## src/rtl/busdiv_pkg.sv

```systemverilog
`timescale 1ns/1ps
package busdiv_pkg;

    // Power-of-two exponent for a divide code: the two lowest codes share
    // exponent 1, every higher code uses its own value as the exponent.
    function automatic int unsigned code_to_exp(input int unsigned code);
        return (code < 1) ? 1 : code;
    endfunction

endpackage

```

## src/rtl/busdiv_decode.sv

```systemverilog
`timescale 1ns/1ps
module busdiv_decode #(
    parameter int FIELD_W = 2,
    parameter int CNT_W   = (1 << FIELD_W) - 1
) (
    input  logic [FIELD_W-1:0] code,
    output logic [CNT_W-1:0]   last_idx,
    output logic [CNT_W-1:0]   half_cnt
);
    import busdiv_pkg::*;

    int unsigned exp_v;

    always_comb begin
        exp_v    = code_to_exp(int'(code));
        last_idx = CNT_W'((1 << exp_v) - 1);
        half_cnt = CNT_W'(1 << (exp_v - 1));
    end

endmodule

```

## src/rtl/busdiv_field_reg.sv

```systemverilog
`timescale 1ns/1ps
module busdiv_field_reg #(
    parameter int REG_W   = 8,
    parameter int FIELD_W = 2
) (
    input  logic               clk,
    input  logic               rst_n,
    input  logic               wr_en,
    input  logic [REG_W-1:0]   wr_data,
    output logic [FIELD_W-1:0] field,
    output logic [REG_W-1:0]   rd_data
);
    typedef struct packed {
        logic [FIELD_W-1:0] code;
    } fr_state_t;

    fr_state_t st_d, st_q;

    always_comb begin
        st_d = st_q;
        if (wr_en) begin
            st_d.code = wr_data[FIELD_W-1:0];
        end
    end

    always_ff @(posedge clk) begin
        if (!rst_n) begin
            st_q <= '0;
        end else begin
            st_q <= st_d;
        end
    end

    assign field   = st_q.code;
    assign rd_data = REG_W'(st_q.code);

endmodule

```

## src/rtl/busdiv_counter.sv

```systemverilog
`timescale 1ns/1ps
module busdiv_counter #(
    parameter int FIELD_W = 2,
    parameter int CNT_W   = (1 << FIELD_W) - 1
) (
    input  logic               clk,
    input  logic               rst_n,
    input  logic [FIELD_W-1:0] pend_code,
    output logic [FIELD_W-1:0] act_code,
    output logic               div_clk,
    output logic               clk_en
);
    typedef struct packed {
        logic [FIELD_W-1:0] act;
        logic [CNT_W-1:0]   cnt;
        logic               clk_o;
        logic               en_o;
    } ct_state_t;

    ct_state_t st_d, st_q;

    logic [CNT_W-1:0]   cur_last, cur_half;
    logic [CNT_W-1:0]   nxt_last, nxt_half;
    logic               at_end;
    logic [FIELD_W-1:0] act_nxt;

    busdiv_decode #(.FIELD_W(FIELD_W), .CNT_W(CNT_W)) u_dec_cur (
        .code     (st_q.act),
        .last_idx (cur_last),
        .half_cnt (cur_half)
    );

    assign at_end  = (st_q.cnt == cur_last);
    assign act_nxt = at_end ? pend_code : st_q.act;

    busdiv_decode #(.FIELD_W(FIELD_W), .CNT_W(CNT_W)) u_dec_nxt (
        .code     (act_nxt),
        .last_idx (nxt_last),
        .half_cnt (nxt_half)
    );

    always_comb begin
        st_d     = st_q;
        st_d.act = act_nxt;
        if (at_end) begin
            st_d.cnt = '0;
        end else begin
            st_d.cnt = st_q.cnt + CNT_W'(1);
        end
        st_d.clk_o = (st_d.cnt < nxt_half);
        st_d.en_o  = at_end;
    end

    always_ff @(posedge clk) begin
        if (!rst_n) begin
            st_q.act   <= '0;
            st_q.cnt   <= CNT_W'(1);
            st_q.clk_o <= 1'b0;
            st_q.en_o  <= 1'b0;
        end else begin
            st_q <= st_d;
        end
    end

    assign act_code = st_q.act;
    assign div_clk  = st_q.clk_o;
    assign clk_en   = st_q.en_o;

endmodule

```

## src/rtl/busclk_divider.sv

```systemverilog
`timescale 1ns/1ps
module busclk_divider #(
    parameter int REG_W   = 8,
    parameter int FIELD_W = 2
) (
    input  logic             clk,
    input  logic             rst_n,
    input  logic             wr_en,
    input  logic [REG_W-1:0] wr_data,
    output logic [REG_W-1:0] rd_data,
    output logic             div_clk,
    output logic             clk_en
);
    localparam int CNT_W = (1 << FIELD_W) - 1;

    logic [FIELD_W-1:0] pend_code;
    logic [FIELD_W-1:0] act_code;

    busdiv_field_reg #(.REG_W(REG_W), .FIELD_W(FIELD_W)) u_field (
        .clk     (clk),
        .rst_n   (rst_n),
        .wr_en   (wr_en),
        .wr_data (wr_data),
        .field   (pend_code),
        .rd_data (rd_data)
    );

    busdiv_counter #(.FIELD_W(FIELD_W), .CNT_W(CNT_W)) u_cnt (
        .clk       (clk),
        .rst_n     (rst_n),
        .pend_code (pend_code),
        .act_code  (act_code),
        .div_clk   (div_clk),
        .clk_en    (clk_en)
    );

endmodule

```

## config.mk

```make
export PLATFORM = sky130hd
export DESIGN_NAME = busclk_divider
export DESIGN_NICKNAME = d
export VERILOG_FILES = /design/src/rtl/busdiv_pkg.sv /design/src/rtl/busdiv_decode.sv /design/src/rtl/busdiv_field_reg.sv /design/src/rtl/busdiv_counter.sv /design/src/rtl/busclk_divider.sv
export SDC_FILE = /design/constraint.sdc
export NUM_CORES = 1
export LEC_CHECK = 0
export BUFFER_PORTS_ARGS = -buffer_cell sky130_fd_sc_hd__buf_4
export CAP_MARGIN = 10
export CORE_AREA = 10 10 49 51
export CTS_BUF_LIST = sky130_fd_sc_hd__clkbuf_2
export CTS_CLUSTER_SIZE = 12
export DETAILED_ROUTE_END_ITERATION = 10
export DIE_AREA = 0 0 59 61
export HOLD_SLACK_MARGIN = 0.05
export PLACE_DENSITY = 0.74
export SYNTH_ARGS = -nofsm -noshare
export SYNTH_HDL_FRONTEND = slang
export SYNTH_HIERARCHICAL = 1
export SYNTH_SLANG_ARGS = --single-unit
```

## constraint.sdc

```tcl
create_clock -name clk -period 3 [get_ports clk]
set_clock_uncertainty 0.05 [all_clocks]
set_input_delay 0.45 -clock clk [delete_from_list [all_inputs] [get_ports clk]]
set_output_delay 0.45 -clock clk [all_outputs]
set_load 0.05 [all_outputs]
```

==> metrics <==
Root Driver clkbuf_2; Hold Fails Final Rpt 0; mean area per synthesized cell 9.292 µm²; wire per inst 11.07 µm; Placement Rows 14; fin crit period 2373 ps; Yosys warnings 6; Detail Route Antenna Nets 0; DRC viols 0; fmax 421.4 MHz; most frequent cells in the layout buf_4, dfxtp_1, conb_1; Pre-antenna DRT Iters 2; Ant. Diodes 0; Final #Nets 81; P&R area growth vs syn 5.739%; TritonCTS clock tree built; setup TNS 0 ps; status finished clean; ratio of cells with drive above 1 in the final layout 33.33%; detailed placement HPWL 729.2 µm; Die Area 3599 µm²; Max-Cap Viols 0; Hold/Removal Path Class input port to register; chip width 59 µm; DR vias/cell 4.451; GRT Total Usage 5.259%; GRT overflow 0; CP Data Required Time 3090 ps; Max clock buf depth 2; Final setup viols 0; RSZ-0062 raised after global routing false; post-CTS setup buffer count 0; post-route cell area 599.3 µm²; TritonCTS buffer count 3; Placer Congestion 0.8077; Buffers on Ports 8; io pins 21; critical path arrival 2460 ps; CP Launch Type register; clock-pin slew on the worst setup and hold paths 90 ps; Sink Count 9; fill cell count 160; Final period util 79.11%; placed inst area 579.3 µm²; leakage power 0.0002919 µW; Core Region 1471 µm²; post-CTS resize count 0; CP Capture Type register; area of the mapped netlist 566.8 µm²; clock latency on the worst-skew pair 240 ps; hold buffer count at CTS 0; 1st-iter DRT viols 2; worst setup path class register to register; largest net degree at the start of global routing 12; Power Dens Cells 685.8 nW/µm²; first-pass GRT wire length 1435 µm; Max FO, Critical Path 11; via count 365; fin. max-slew vios 0; Max VDD drop 240.2 µV; floorplan die height 61 µm; vias in the first global route 357; Initial Utilization 38.52%; Detailed Route WL 908 µm; initial antenna violation count 0; cell count after synthesis 61; Clock H-tree levels 1
-- stage by stage --
step | power (µW) | hold slack (ps) | instances | setup WS, ps | utilization (%)
after detailed placement | 337.4 | 428.1 | 78 | 644.1 | 39.37
after global placement | 333.4 | 416.2 | 78 | 702.8 | 39.37
after floorplan | 313.9 | 392.5 | 66 | 641.5 | -
final | 411.0 | 398.7 | 82 | 626.7 | 40.73
after global routing | 443.2 | 392.3 | 82 | 487.9 | 40.73
after CTS | 417.3 | 382.6 | 82 | 630.3 | 40.73
-- flip-flops by register name (all words and copies together), names as in the netlist --
register and count:
u_field/field 2, u_cnt/div_clk 1, u_cnt/clk_en 1, u_cnt/act_code 2
u_cnt/st_q 3
-- routing by layer --
layer | vias up | track usage (%) | share of wire, % | wire length [µm]
li1 | 186 | - | - | -
met1 | 166 | 5.018 | 43 | 392
met2 | 11 | 8.258 | 46 | 419
met3 | 2 | 2.505 | 9.8 | 89
met4 | 0 | 4.918 | 0.55 | 5
met5 | - | 0 | 0 | 0
-- critical path: stages (launching register included) --
cell and delay, ps:
dfxtp_1 350, and2_2 190, xor2_1 160, nor3_2 110
buf_4 200, mux2_4 320, and2b_2 210, inv_1 40
ha_1 260, nand2_1 60, o2111a_1 230, o31a_1 100
-- cell type report --
| class | count | area [µm²] | area share, % |
|---|---|---|---|
| inverter | 4 | 15.01 | 2.505 |
| clock buffer | 4 | 20.02 | 3.340 |
| timing repair buffer | 9 | 67.56 | 11.27 |
| multi-input combinational | 40 | 296.5 | 49.48 |
| tap | 16 | 20.02 | 3.340 |
| sequential | 9 | 180.2 | 30.06 |
-- report_power, final --
group	switching, µW	leakage (µW)	internal (µW)
clock	42.0	0.0000166	35.4
sequential	11.3	0.0000742	139
combinational	108	0.000201	75.3
-- path summary, 6_finish.rpt --
kind	to	from	depth (start not counted)	slack, ps
worst max-delay path	u_cnt/div_clk	u_cnt/act_code[1]	11	630
worst min-delay path	u_cnt/st_q[2]	rst_n	2	400
worst max register to register	u_cnt/div_clk	u_cnt/act_code[1]	11	630
worst min register to register	u_cnt/act_code[0]	u_cnt/act_code[0]	2	440
Power figures use the tool's default switching activity.
